==> src/rtl/timer16_pkg.sv <==
package timer16_pkg;

  typedef enum logic [1:0] {
    ACT_NONE   = 2'b00,
    ACT_TOGGLE = 2'b01,
    ACT_CLEAR  = 2'b10,
    ACT_SET    = 2'b11
  } outAct_e;

  typedef enum logic [1:0] {
    TOP_MAX = 2'd0,
    TOP_CMP = 2'd1,
    TOP_CAP = 2'd2
  } topSrc_e;

  localparam logic [3:0] MODE_CTC_CMP = 4'd4;
  localparam logic [3:0] MODE_CTC_CAP = 4'd12;

  // Strobes from control to the counter datapath
  typedef struct packed {
    logic load;    // software counter write
    logic wrap;    // clear to zero at top
    logic inc;     // advance by one
    logic ovfSet;  // roll over from all ones
  } cntStb_t;

  function automatic logic applyAct(input outAct_e act, input logic cur);
    case (act)
      ACT_TOGGLE: applyAct = ~cur;
      ACT_CLEAR:  applyAct = 1'b0;
      ACT_SET:    applyAct = 1'b1;
      default:    applyAct = cur;
    endcase
  endfunction

endpackage

==> src/rtl/timer16_dp.sv <==
module timer16_dp
  import timer16_pkg::*;
#(
  parameter int W      = 16,
  parameter int NUM_CH = 2
) (
  input  logic                         clk,
  input  logic                         rstN,
  input  cntStb_t                      stb,
  input  logic [W-1:0]                 cntWrData,
  input  logic [NUM_CH-1:0]            cmpWrEn,
  input  logic [W-1:0]                 cmpWrData,
  input  logic                         capWrEn,
  input  logic [W-1:0]                 capWrData,
  input  logic                         ovfClr,
  input  logic                         ovfAck,
  output logic [W-1:0]                 cntVal,
  output logic [NUM_CH-1:0][W-1:0]     cmpVals,
  output logic [W-1:0]                 capVal,
  output logic                         ovfFlag
);

  logic [W-1:0] cntNext;

  always_comb begin
    cntNext = cntVal;
    if (stb.load)      cntNext = cntWrData;
    else if (stb.wrap) cntNext = '0;
    else if (stb.inc)  cntNext = cntVal + 1'b1;
  end

  always_ff @(posedge clk) begin
    if (!rstN) cntVal <= '0;
    else       cntVal <= cntNext;
  end

  always_ff @(posedge clk) begin
    if (!rstN)                 ovfFlag <= 1'b0;
    else if (stb.ovfSet)       ovfFlag <= 1'b1;
    else if (ovfClr || ovfAck) ovfFlag <= 1'b0;
  end

  always_ff @(posedge clk) begin
    if (!rstN)        capVal <= '0;
    else if (capWrEn) capVal <= capWrData;
  end

  for (genvar i = 0; i < NUM_CH; i++) begin : g_cmpReg
    always_ff @(posedge clk) begin
      if (!rstN)           cmpVals[i] <= '0;
      else if (cmpWrEn[i]) cmpVals[i] <= cmpWrData;
    end
  end

endmodule

==> src/rtl/timer16_ctrl.sv <==
module timer16_ctrl
  import timer16_pkg::*;
#(
  parameter int W      = 16,
  parameter int NUM_CH = 2
) (
  input  logic                     tickEn,
  input  logic [3:0]               modeSel,
  input  logic                     cntWrEn,
  input  logic [W-1:0]             cntVal,
  input  logic [NUM_CH-1:0][W-1:0] cmpVals,
  input  logic [W-1:0]             capVal,
  output cntStb_t                  stb,
  output logic [NUM_CH-1:0]        matchHit
);

  localparam logic [W-1:0] MAXV = {W{1'b1}};

  topSrc_e      topSrc;
  logic [W-1:0] topVal;
  logic         advance;
  logic         atTop;

  always_comb begin
    case (modeSel)
      MODE_CTC_CMP: topSrc = TOP_CMP;
      MODE_CTC_CAP: topSrc = TOP_CAP;
      default:      topSrc = TOP_MAX;
    endcase
  end

  always_comb begin
    case (topSrc)
      TOP_CMP: topVal = cmpVals[0];
      TOP_CAP: topVal = capVal;
      default: topVal = MAXV;
    endcase
  end

  assign advance = tickEn & ~cntWrEn;
  assign atTop   = (topSrc != TOP_MAX) && (cntVal == topVal);

  always_comb begin
    stb        = '0;
    stb.load   = cntWrEn;
    stb.inc    = advance;
    stb.wrap   = advance & atTop;
    stb.ovfSet = advance & (cntVal == MAXV);
  end

  for (genvar i = 0; i < NUM_CH; i++) begin : g_match
    assign matchHit[i] = advance && (cntVal == cmpVals[i]);
  end

endmodule

==> src/rtl/timer16_och.sv <==
module timer16_och
  import timer16_pkg::*;
(
  input  logic       clk,
  input  logic       rstN,
  input  logic       matchHit,
  input  logic       forceStb,
  input  logic       actWrEn,
  input  logic [1:0] actWrData,
  input  logic       flagClr,
  output logic       cmpFlag,
  output logic       wavOut
);

  outAct_e actReg;

  always_ff @(posedge clk) begin
    if (!rstN)        actReg <= ACT_NONE;
    else if (actWrEn) actReg <= outAct_e'(actWrData);
  end

  always_ff @(posedge clk) begin
    if (!rstN)                     wavOut <= 1'b0;
    else if (matchHit || forceStb) wavOut <= applyAct(actReg, wavOut);
  end

  always_ff @(posedge clk) begin
    if (!rstN)         cmpFlag <= 1'b0;
    else if (matchHit) cmpFlag <= 1'b1;
    else if (flagClr)  cmpFlag <= 1'b0;
  end

endmodule

==> src/rtl/ctc_timer16.sv <==
module ctc_timer16
  import timer16_pkg::*;
#(
  parameter int W      = 16,
  parameter int NUM_CH = 2
) (
  input  logic              clk,
  input  logic              rstN,
  input  logic              tickEn,
  input  logic [3:0]        modeSel,
  input  logic              cntWrEn,
  input  logic [W-1:0]      cntWrData,
  input  logic [NUM_CH-1:0] cmpWrEn,
  input  logic [W-1:0]      cmpWrData,
  input  logic              capWrEn,
  input  logic [W-1:0]      capWrData,
  input  logic [NUM_CH-1:0] actWrEn,
  input  logic [1:0]        actWrData,
  input  logic [NUM_CH-1:0] forceStb,
  input  logic              ovfClr,
  input  logic              ovfAck,
  input  logic [NUM_CH-1:0] cmpFlagClr,
  output logic [W-1:0]      cntOut,
  output logic              ovfFlag,
  output logic [NUM_CH-1:0] cmpFlag,
  output logic [NUM_CH-1:0] wavOut
);

  cntStb_t                  stb;
  logic [NUM_CH-1:0]        matchHit;
  logic [NUM_CH-1:0][W-1:0] cmpVals;
  logic [W-1:0]             capVal;

  timer16_ctrl #(.W(W), .NUM_CH(NUM_CH)) ctrl_i (
    .tickEn   (tickEn),
    .modeSel  (modeSel),
    .cntWrEn  (cntWrEn),
    .cntVal   (cntOut),
    .cmpVals  (cmpVals),
    .capVal   (capVal),
    .stb      (stb),
    .matchHit (matchHit)
  );

  timer16_dp #(.W(W), .NUM_CH(NUM_CH)) dp_i (
    .clk       (clk),
    .rstN      (rstN),
    .stb       (stb),
    .cntWrData (cntWrData),
    .cmpWrEn   (cmpWrEn),
    .cmpWrData (cmpWrData),
    .capWrEn   (capWrEn),
    .capWrData (capWrData),
    .ovfClr    (ovfClr),
    .ovfAck    (ovfAck),
    .cntVal    (cntOut),
    .cmpVals   (cmpVals),
    .capVal    (capVal),
    .ovfFlag   (ovfFlag)
  );

  for (genvar i = 0; i < NUM_CH; i++) begin : g_ch
    timer16_och och_i (
      .clk       (clk),
      .rstN      (rstN),
      .matchHit  (matchHit[i]),
      .forceStb  (forceStb[i]),
      .actWrEn   (actWrEn[i]),
      .actWrData (actWrData),
      .flagClr   (cmpFlagClr[i]),
      .cmpFlag   (cmpFlag[i]),
      .wavOut    (wavOut[i])
    );
  end

endmodule

==> config.mk <==
export PLATFORM = sky130hd
export DESIGN_NAME = ctc_timer16
export DESIGN_NICKNAME = d
export VERILOG_FILES = /design/src/rtl/timer16_pkg.sv /design/src/rtl/timer16_dp.sv /design/src/rtl/timer16_ctrl.sv /design/src/rtl/timer16_och.sv /design/src/rtl/ctc_timer16.sv
export SDC_FILE = /design/constraint.sdc
export NUM_CORES = 1
export LEC_CHECK = 0
export ABC_AREA = 1
export BUFFER_PORTS_ARGS = -buffer_cell sky130_fd_sc_hd__buf_2
export CAP_MARGIN = 20
export CORE_MARGIN = 1.5
export CORE_UTILIZATION = 55
export CTS_CLUSTER_SIZE = 20
export DETAILED_ROUTE_END_ITERATION = 12
export PLACE_DENSITY = 0.86
export SLEW_MARGIN = 40
export SYNTH_ARGS = -nofsm -noshare
export SYNTH_HDL_FRONTEND = slang
export SYNTH_SLANG_ARGS = --single-unit
==> constraint.sdc <==
create_clock -name clk -period 2.6 [get_ports clk]
set_input_delay 0.52 -clock clk [delete_from_list [all_inputs] [get_ports clk]]
set_output_delay 0.52 -clock clk [all_outputs]
set_load 0.05 [all_outputs]
==> summary.txt, run 1 <==
Clocking
  • Worst skew pair latency: 0.36 ns
  • # hold bufs at CTS: 0
  • Clk root buf: clkbuf_8
  • Number of H-tree levels: 3
  • Max clock buf depth: 2
  • Inserted Clock Buffers: 9
  • Clock Sinks: 73
  • Post-CTS Repair Setup Buffers: 0
  • CTS resizes: 0
  • Clk pin slew, worst setup/hold paths: 0.08 ns
  • CTS tree: done

Timing
  • Clk_skew: 0.00869 ns
  • Worst hold slack: 0.387 ns
  • Tcrit/Tclk final: 89.1%
  • Worst-Margin Slew: 0.670 ns
  • Worst slew margin: 55.3%
  • Slew Viols, Final: 0
  • Sum Neg Setup Slack: 0 ns
  • Unrepaired setup endpoints after global routing: false
  • Finish-stage setup viols: 0
  • Hold Vio Cnt, Final: 0
  • Setup ws final: 0.283 ns
  • Min Tclk post-route: 2.32 ns
  • Fmax: 432 MHz

Routing
  • Drt pass-1 iters: 4
  • DR iter-0 viols: 296
  • Post-DR wirelength/cell: 13.9 um
  • Final WL: 11,700 um
  • Via density: 5.32
  • Drt drc: 0
  • Total number of vias: 4,490
  • Routed Antenna Nets: 0

Final layout
  • Syn-to-layout area delta: 14.9%
  • Fin nets: 810
  • Share of layout cells above drive strength 1: 23.7%
  • N_diodes: 0
  • Final instance area: 0.00504 mm2

Floorplanning
  • Die H: 92.3 um
  • Initial Util: 56.8%
  • Ports: 90
  • Die ar.: 0.00852 mm2
  • Core area: 0.00773 mm2
  • Site Rows: 32
  • Die Width: 92.3 um

Place
  • Port Buffer Count: 89
  • Dpl ws: -0.0709 ns
  • Placed cell areas: 0.00486 mm2
  • DP Wirelength: 8990 um
  • Final Wtd Congestion: 0.908

Setup path
  • R2R depth: 9
  • Critical Path End Type: flop
  • R2R setup slack: 0.56 ns
  • CP Data Arrival Time: 2.54 ns
  • Setup CP Type: in2reg
  • CP max FO: 16
  • Worst EP required: 2.82 ns
  • Startpoint Class: input pin

Global routing
  • Vias in the first global route: 4,268
  • Initial antenna violation count: 0
  • First-pass GRT wire length: 19,400 um
  • Pin count of the biggest net entering global routing: 53
  • Gr usage total: 28.8%
  • GR Util met3: 5.09%
  • Global routing usage on met2: 47.5%
  • Grt total ovfl: 0
  • Most Crowded Layer GR: met2
  • M1 GR Usage: 37.0%

Power
  • Final Power: 0.00259 W
  • Pint: 0.00177 W
  • Worst vdd ir: 331 uV
  • Switching share of power: 31.6%
  • Clock network fraction of design power: 31.5%
  • Switching power: 0.000817 W
  • Sequential Power Share: 49.5%
  • LEAKAGE: 2.16 nW
  • Combinational share of power: 19.0%
  • Power Dens Cells: 513 mW/mm2

Min path
  • Hold path depth: 3
  • Hold WC Path Type: in2reg

Flow run
  • # Max-Cap Violations: 0

Synthesis
  • Post-synthesis cell type count: 34
  • Mapped cell area: 0.00439 mm2
  • Post-Syn Area per Cell: 6.64 um2
  • Post-synth top cells: nand2_1, nor2_1, dfxtp_1
  • Sequential area share after synthesis: 33.3%
  • #FFs+latches synth: 73
  • Asr flop ratio synth: 0%
  • Top-count cell post-synth: nand2_1
  • Synth area leader: dfxtp_1
  • Synth top area cells: dfxtp_1, nand2_1, nor2_1
  • Syn. warnings: 0
  • Post-synthesis instance total: 661
  • Main synth FF type: dfxtp_1
  • Syn_nets: 734
  • Post-synth EDFFs: 0
  • Top cell type's share of synthesized area: 33.3%

Run status
  • Status: completed
[through the flow]
stage / std cells / util (%)
after CTS: 844 / 65.2
after global routing: 844 / 65.2
after global placement: 828 / 62.9
after detailed placement: 828 / 62.9
after floorplan: 661 / -
final: 844 / 65.2
[registers in the layout, summed over array words and instances (netlist names)]
name,count
g_ch.och_i.wavOut,2
g_ch.och_i.cmpFlag,2
dp_i.cntVal,16
dp_i.ovfFlag,1
g_ch.och_i.actReg,4
dp_i.cmpVals,32
dp_i.capVal,16
[power by group through the flow]
| stage | combinational, W | sequential [W] | clock (W) |
|---|---|---|---|
| floorplan | 0.000325 | 0.00131 | 0 |
| global placement | 0.000471 | 0.00130 | 0 |
| detailed placement | 0.000485 | 0.00130 | 0 |
| CTS | 0.000488 | 0.00128 | 0.000831 |
| global route | 0.000554 | 0.00129 | 0.000882 |
| finish | 0.000491 | 0.00128 | 0.000815 |
[cells by family after synthesis]
logic type,count (synthesis),share of synthesized area (%)
adders and majority gates,4,1.14
buffers and inverters,91,10.3
xor gates and xnor gates,18,3.94
and+or+nand+nor,343,34.3
AOI/OAI and AO/OA,132,16.9
DFF,73,33.3
[path summary, 6_finish.rpt]
kind	from	endpoint
worst min-delay path	capWrData[2]	dp_i.capVal[2]
worst max register to register	dp_i.cntVal[0]	dp_i.cntVal[8]
worst max-delay path	modeSel[1]	dp_i.cntVal[3]
worst min register to register	g_ch[1].och_i.cmpFlag	g_ch[1].och_i.cmpFlag
[placed cells by master (no fill, tap or decap)]
master	n
nor2_4	1
or2_2	2
nor3_2	2
a21oi_2	10
a22oi_1	16
buf_12	4
ha_1	4
xor2_1	6
nor3b_1	1
nand2_1	127
inv_1	46
clkinv_2	3
o211a_1	1
nand2_2	23
nor2_1	125
clkinv_1	2
inv_2	6
nor2_2	7
xnor2_1	10
clkinvlp_4	2
clkbuf_8	11
a21oi_1	34
nand3_2	5
buf_4	9
nand4_1	17
o21ai_0	71
nor3_1	6
buf_2	89
dfxtp_1	73
xor2_2	2
nand3_1	25
nor4_1	2
[critical path, cell delays in order]
cell     delay, ns
buf_2         0.10
nor4_1        0.39
inv_1         0.11
ha_1          0.25
buf_12        0.16
nand2_1       0.09
nand3_1       0.09
nand2_1       0.06
nand2_1       0.09
nor2_1        0.10
nand2_1       0.06
nor2_1        0.10
nand3_1       0.22
nand2_1       0.12
a21oi_1       0.06
[layer usage]
layer | vias up | share of wire, %
met5 | - | 0
met4 | 0 | 2.3
met3 | 23 | 5.6
met2 | 144 | 46
met1 | 2037 | 46
li1 | 2286 | -
[final cells by class]
type                            count  area [um2]
Sequential cell                    73        1460
Multi-Input combinational cell    497        2470
Inverter                           54         203
Tap cell                          102         128
Clock inverter                      5        30.0
Fill cell                         710        2690
Clock buffer                       11         151
Timing Repair Buffer              102         593
Note: power is estimated with default switching activity, not from simulation.
==> inputs of run 2 (changes only) <==
--- a/config.mk
+++ b/config.mk
@@ -5,11 +5,10 @@
 export SDC_FILE = /design/constraint.sdc
 export NUM_CORES = 1
 export LEC_CHECK = 0
-export ABC_AREA = 1
 export BUFFER_PORTS_ARGS = -buffer_cell sky130_fd_sc_hd__buf_2
 export CAP_MARGIN = 20
 export CORE_MARGIN = 1.5
-export CORE_UTILIZATION = 55
+export CORE_UTILIZATION = 54
 export CTS_CLUSTER_SIZE = 20
 export DETAILED_ROUTE_END_ITERATION = 12
 export PLACE_DENSITY = 0.86
==> run 2 against run 1 <==
The run now ends with negative setup slack left. Flip-flop and latch count did not move. Routed wire length fell by 14%. First-iteration DRC count shrank 21%. Sequential power about the same. Non-clock buffer count fell by 1. Count of clock-buffer cells in the layout up 1. Clock power is 8.7% lower. Combinational power decreased by 1%. Total power fell by 2.8%. Critical path type unchanged. Largest cell class unchanged. Largest power group unchanged. Highest routed layer unchanged.
==> summary.txt, run 2 <==
Routing
  • Via density: 5.61
  • DR iter-0 viols: 233
  • Total number of vias: 3,305
  • Drt drc: 0
  • Drt pass-1 iters: 4
  • Routed Antenna Nets: 0
  • Post-DR wirelength/cell: 17.2 um
  • Final WL: 10,100 um

Global routing
  • Grt total ovfl: 0
  • Initial antenna violation count: 0
  • Vias in the first global route: 3,147
  • First-pass GRT wire length: 15,300 um
  • Pin count of the biggest net entering global routing: 38
  • Gr usage total: 25.9%

Synthesis
  • Post-Syn Area per Cell: 9.36 um2
  • Top-count cell post-synth: dfxtp_1
  • Syn_nets: 494
  • Post-synth EDFFs: 0
  • Asr flop ratio synth: 0%
  • #FFs+latches synth: 73
  • Main synth FF type: dfxtp_1
  • Sequential area share after synthesis: 37.1%
  • Post-synth top cells: dfxtp_1, nor2_1, mux2i_1
  • Post-synthesis instance total: 421
  • Syn. warnings: 0
  • Synth top area cells: dfxtp_1, mux2i_1, xnor2_1
  • Post-synthesis cell type count: 39
  • Mapped cell area: 0.00394 mm2
  • Synth area leader: dfxtp_1
  • Top cell type's share of synthesized area: 37.1%

Place
  • Placed cell areas: 0.00445 mm2
  • Post-Place Cells: 571
  • DP Wirelength: 7390 um
  • Port Buffer Count: 89
  • Final Wtd Congestion: 0.903

Final layout
  • Final instance area: 0.00471 mm2
  • Fin nets: 561
  • Top Registers: dp_i.cmpVals (32), dp_i.capVal (16), dp_i.cntVal (16)
  • Leading cell type in the layout, fill and taps excluded: buf_2
  • Share of layout cells above drive strength 1: 30.0%
  • Fill cell count: 529
  • Reg with most FFs: dp_i.cmpVals
  • Most frequent cells in the layout: buf_2, dfxtp_1, nor2_1
  • Max FFs per register: 32
  • N_diodes: 0
  • Non-filler instance count after layout: 589
  • Syn-to-layout area delta: 19.5%

Timing
  • Hold Vio Cnt, Final: 0
  • Tcrit/Tclk final: 100%
  • Slew Viols, Final: 0
  • Setup ws final: -0.00661 ns
  • Min Tclk post-route: 2.61 ns
  • Unrepaired setup endpoints after global routing: true
  • Worst slew margin: 62.5%
  • Clk_skew: 0.00877 ns
  • Fmax: 384 MHz
  • Worst-Margin Slew: 0.557 ns
  • Finish-stage setup viols: 1

Power
  • Switching share of power: 30.7%
  • Worst vdd ir: 275 uV
  • Pint: 0.00174 W
  • LEAKAGE: 2.08 nW
  • Switching power: 0.000772 W
  • Clock network fraction of design power: 29.6%
  • Combinational share of power: 19.3%
  • Power Dens Cells: 533 mW/mm2
  • Sequential Power Share: 51.1%

Setup path
  • Startpoint Class: input pin
  • Worst EP required: 2.82 ns
  • CP Data Arrival Time: 2.83 ns
  • CP max FO: 8
  • R2r endpoint: dp_i.cntVal[9]
  • Setup CP Type: in2reg
  • R2R setup slack: 0.49 ns
  • R2r startpoint: dp_i.cmpVals[5]
  • R2R depth: 7
  • Critical Path End Type: flop

Clocking
  • Worst skew pair latency: 0.35 ns
  • # hold bufs at CTS: 0
  • Clk pin slew, worst setup/hold paths: 0.07 ns
  • Clk root buf: clkbuf_8
  • Max clock buf depth: 2
  • Clock Sinks: 73
  • Inserted Clock Buffers: 9
  • Number of H-tree levels: 3
  • CTS tree: done

Floorplanning
  • Initial Util: 56.8%
  • Site Rows: 30
  • Die Width: 88.4 um
  • Die H: 88.4 um
  • Die ar.: 0.00782 mm2
  • Ports: 90
  • Core area: 0.00694 mm2

Run status
  • Status: finished, violations left
  • Failing checks: negative setup slack

Flow run
  • # Max-Cap Violations: 0

Min path
  • Hold Crit Start: capWrData[2]
  • Hold WC Path Type: in2reg
  • Hold endpoint: dp_i.capVal[2]
  • Hold path depth: 3
[run 2: changes by cell type after synthesis, sizes merged, moves of 21 or more]
cell	change
nand2	-145
nor2	-71
o21ai	-69
mux2i	+52
inv	-48
a21oi	-26
nand3	-23
xnor2	+23
xor2	+21
[run 2: power by group through the flow]
stage,registers (W),logic (W),clock network (W)
floorplan,0.00130,0.000321,0
global placement,0.00130,0.000448,0
detailed placement,0.00130,0.000464,0
CTS,0.00128,0.000468,0.000752
global route,0.00129,0.000521,0.000806
finish,0.00128,0.000485,0.000744
[run 2: cell type report]
cell class / count / area [um2] / share of cell area (%)
clock buffer: 12 / 135 / 2.87
multi-input combinational: 299 / 2370 / 50.3
timing repair buffer: 101 / 591 / 12.5
tap: 96 / 120 / 2.55
sequential: 73 / 1460 / 31.0
clock inverter: 4 / 20.0 / 0.425
inverter: 4 / 15.0 / 0.319
[run 2: kinds of logic after synthesis]
logic type / after synthesis / share of synthesized area (%)
AND/OR/NAND/NOR: 121 / 15.6
flip-flops: 73 / 37.1
XOR/XNOR: 62 / 13.8
AO/OA/AOI/OAI: 60 / 13.1
multiplexers: 52 / 13.2
buffers and inverters: 49 / 6.00
adder cells (fa/ha/maj): 4 / 1.27
[run 2: what timing repair did]
action                     in CTS  in global routing
setup endpoints to repair      11                 16
gates resized for setup         1                 10
cloned                          0                  1
pin swaps                       0                  4
hold endpoints to repair        0                  0
buffers inserted                0                  1
[run 2: metal layers]
metal	GRT usage, %	up-vias	part of all wire (%)
met5	0	-	0
met4	8.95	0	2.5
met3	3.92	20	6.5
met2	43.8	115	48
met1	33.8	1568	43
li1	-	1602	-
[run 2: worst max-delay path by stage]
stage	endpoint	start	cells past startpoint
after floorplan	dp_i.cntVal[0]	modeSel[1]	14
after global placement	dp_i.cntVal[11]	modeSel[1]	13
after detailed placement	dp_i.cntVal[7]	modeSel[1]	13
after CTS	dp_i.cntVal[7]	modeSel[1]	14
after global routing	dp_i.cntVal[9]	modeSel[1]	14
final	dp_i.cntVal[9]	modeSel[1]	13
[run 2: metrics by stage]
stage	utilization [%]	worst slack, ns	TNS (ns)	power (W)	hold WS, ns
CTS	66.4	0.00250	0	0.00250	0.399
floorplan	-	-0.109	-0.979	0.00162	0.445
global placement	64.1	-0.282	-4.17	0.00175	0.442
global route	67.9	-0.102	-1.22	0.00262	0.417
finish	67.9	-0.00661	-0.00661	0.00251	0.410
detailed placement	64.1	-0.399	-5.95	0.00177	0.442
[run 2: critical path: stages]
cell and delay (ns):
buf_2 0.11, nor2_4 0.12, nand2_2 0.07, nor2_4 0.09
inv_1 0.08, ha_4 0.22, a221oi_4 0.27, xor2_1 0.16
nand4_1 0.13, or4_4 0.47, o211ai_4 0.28, clkbuf_16 0.22
o22ai_2 0.07
==> inputs of run 3 (changes only) <==
--- a/config.mk
+++ b/config.mk
@@ -8,10 +8,11 @@
 export BUFFER_PORTS_ARGS = -buffer_cell sky130_fd_sc_hd__buf_2
 export CAP_MARGIN = 20
 export CORE_MARGIN = 1.5
-export CORE_UTILIZATION = 54
+export CORE_UTILIZATION = 56
+export CTS_BUF_LIST = sky130_fd_sc_hd__clkbuf_2 sky130_fd_sc_hd__clkbuf_4 sky130_fd_sc_hd__clkbuf_8
 export CTS_CLUSTER_SIZE = 20
 export DETAILED_ROUTE_END_ITERATION = 12
-export PLACE_DENSITY = 0.86
+export PLACE_DENSITY = 0.88
 export SLEW_MARGIN = 40
 export SYNTH_ARGS = -nofsm -noshare
 export SYNTH_HDL_FRONTEND = slang
==> run 3 against run 2 <==
The run still ends with negative setup slack left. Utilization rose by 4.1 points. Critical path depth rose by 1. Via count rose by 6.7%. Sequential power barely moved. Die area fell by 3.5%. Register-to-register slack got worse by 0.04 ns. First-iteration DRC count rose by 19%. Fmax fell by 5.0%. Critical path type unchanged. Critical endpoint is now dp_i.cntVal[5]. Largest power group unchanged. Highest routed layer unchanged.
==> summary.txt, run 3 (synthesis results as in run 2) <==
Run status
  • Status: finished, violations left
  • Failing checks: negative setup slack

Timing
  • Finish-stage setup viols: 16
  • Slew Viols, Final: 0
  • Clk_skew: 0.0107 ns
  • Hold Vio Cnt, Final: 0
  • Fmax: 365 MHz
  • Min Tclk post-route: 2.74 ns
  • Unrepaired setup endpoints after global routing: true
  • Worst slew margin: 58.9%
  • Worst-Margin Slew: 0.610 ns
  • Tcrit/Tclk final: 106%
  • Worst hold slack: 0.403 ns
  • Setup ws final: -0.143 ns

Place
  • Placed cell areas: 0.00448 mm2
  • Post-Place Cells: 571
  • Port Buffer Count: 89
  • Final Wtd Congestion: 0.971
  • Dpl ws: -0.392 ns
  • DP Wirelength: 7490 um

Final layout
  • Register area: 0.00146 mm2
  • Most frequent cells in the layout: buf_2, dfxtp_1, nor2_1
  • Max FFs per register: 32
  • Non-filler instance count after layout: 591
  • Fin nets: 563
  • Leading cell type in the layout, fill and taps excluded: buf_2
  • Fill cell count: 463
  • Syn-to-layout area delta: 23.9%
  • Multi-input logic area: 0.00243 mm2
  • N_diodes: 0
  • Share of layout cells above drive strength 1: 32.1%
  • Reg with most FFs: dp_i.cmpVals
  • Final instance area: 0.00489 mm2
  • Top Registers: dp_i.cmpVals (32), dp_i.capVal (16), dp_i.cntVal (16)

Power
  • Power Dens Cells: 552 mW/mm2
  • Switching power: 0.000824 W
  • Worst vdd ir: 334 uV
  • Pint: 0.00187 W
  • Switching share of power: 30.5%
  • Combinational share of power: 19.0%
  • LEAKAGE: 2.14 nW
  • Clock network fraction of design power: 33.0%
  • Sequential Power Share: 48.0%

Setup path
  • Critical Path End Type: flop
  • Startpoint Class: input pin
  • CP Data Arrival Time: 2.97 ns
  • Worst EP required: 2.82 ns
  • Worst setup startpoint: modeSel[0]
  • R2R depth: 7
  • Setup CP Type: in2reg
  • CP max FO: 8
  • R2r startpoint: dp_i.capVal[6]

Clocking
  • Worst skew pair latency: 0.36 ns
  • # hold bufs at CTS: 0
  • Inserted Clock Buffers: 9
  • Max clock buf depth: 2
  • Clk root buf: clkbuf_8
  • CTS tree: done
  • Clock Sinks: 73
  • Number of H-tree levels: 3
  • Clk pin slew, worst setup/hold paths: 0.07 ns

Routing
  • DR iter-0 viols: 277
  • Drt drc: 0
  • Total number of vias: 3,527
  • Routed Antenna Nets: 0
  • Final WL: 11,300 um
  • Post-DR wirelength/cell: 19.2 um
  • Drt pass-1 iters: 5
  • Via density: 5.97

Floorplanning
  • Die Width: 86.9 um
  • Ports: 90
  • Die H: 86.9 um
  • Initial Util: 58.0%
  • Site Rows: 30
  • Core area: 0.00679 mm2
  • Die ar.: 0.00755 mm2

Global routing
  • Grt total ovfl: 0
  • Vias in the first global route: 3,362
  • Initial antenna violation count: 0
  • First-pass GRT wire length: 16,400 um
  • Gr usage total: 28.6%
  • Pin count of the biggest net entering global routing: 49

Min path
  • Hold Crit Start: capWrData[14]
  • Hold WC Path Type: in2reg
  • Hold path depth: 3

Flow run
  • # Max-Cap Violations: 0
## run 3: cell count changes in the layout (fill, tap and decap cells not counted), sizes merged
| cell | change |
|---|---|
| buf | +2 |
| bufinv | +1 |
| clkbuf | -1 |
| clkinv | -1 |
| clkinvlp | +1 |
## run 3: what timing repair did
action | 4_1_cts | 5_1_grt
setup endpoints to repair | 6 | 16
setup buffers | 0 | 3
pin swaps | 0 | 9
gates cloned | 0 | 1
gates resized for setup | 1 | 24
## run 3: worst max-delay path, stage by stage
cell	delay, ns
buf_6	0.10
nor2_4	0.13
nand2_2	0.09
nor2_4	0.11
inv_2	0.06
ha_4	0.17
buf_12	0.13
a221oi_2	0.28
xor2_1	0.24
nand4_1	0.14
or4_4	0.45
o211ai_4	0.27
clkbuf_16	0.21
o22ai_2	0.06
## run 3: power groups by stage
stage | combinational (W) | clock [W] | sequential (W)
4_1_cts | 0.000472 | 0.000885 | 0.00128
3_5_place_dp | 0.000468 | 0 | 0.00131
5_1_grt | 0.000547 | 0.000943 | 0.00130
2_1_floorplan | 0.000321 | 0 | 0.00130
3_3_place_gp | 0.000450 | 0 | 0.00130
6_report | 0.000513 | 0.000890 | 0.00129
## run 3: final timing paths
path	to	slack, ns
worst max-delay path	dp_i.cntVal[5]	-0.14
worst min-delay path	dp_i.capVal[14]	0.40
worst max register to register	dp_i.cntVal[5]	0.45
worst min register to register	dp_i.ovfFlag	0.47
## run 3: area by class of cell
cell class,instances,share of cell area (%)
Clock buffer,11,2.84
Timing Repair Buffer,103,13.5
Inverter,4,0.307
Multi-Input combinational cell,299,49.8
Clock inverter,5,1.15
Sequential cell,73,29.9
Tap cell,96,2.46
## run 3: metal layers
| layer | GRT usage, % | up-vias | wire length [um] | part of all wire [%] |
|---|---|---|---|---|
| met4 | 16.0 | 0 | 526 | 4.6 |
| met1 | 35.9 | 1663 | 4570 | 40 |
| met5 | 0 | - | 0 | 0 |
| met3 | 5.21 | 51 | 818 | 7.2 |
| met2 | 46.4 | 201 | 5420 | 48 |
| li1 | - | 1612 | - | - |
## run 3: metrics by stage
| step | setup TNS (ns) | power, W | utilization [%] |
|---|---|---|---|
| after floorplan | -0.979 | 0.00162 | - |
| after global placement | -4.12 | 0.00175 | 65.9 |
| after detailed placement | -5.81 | 0.00177 | 65.9 |
| after CTS | 0 | 0.00264 | 68.8 |
| after global routing | -3.31 | 0.00279 | 71.9 |
| final | -2.04 | 0.00270 | 71.9 |
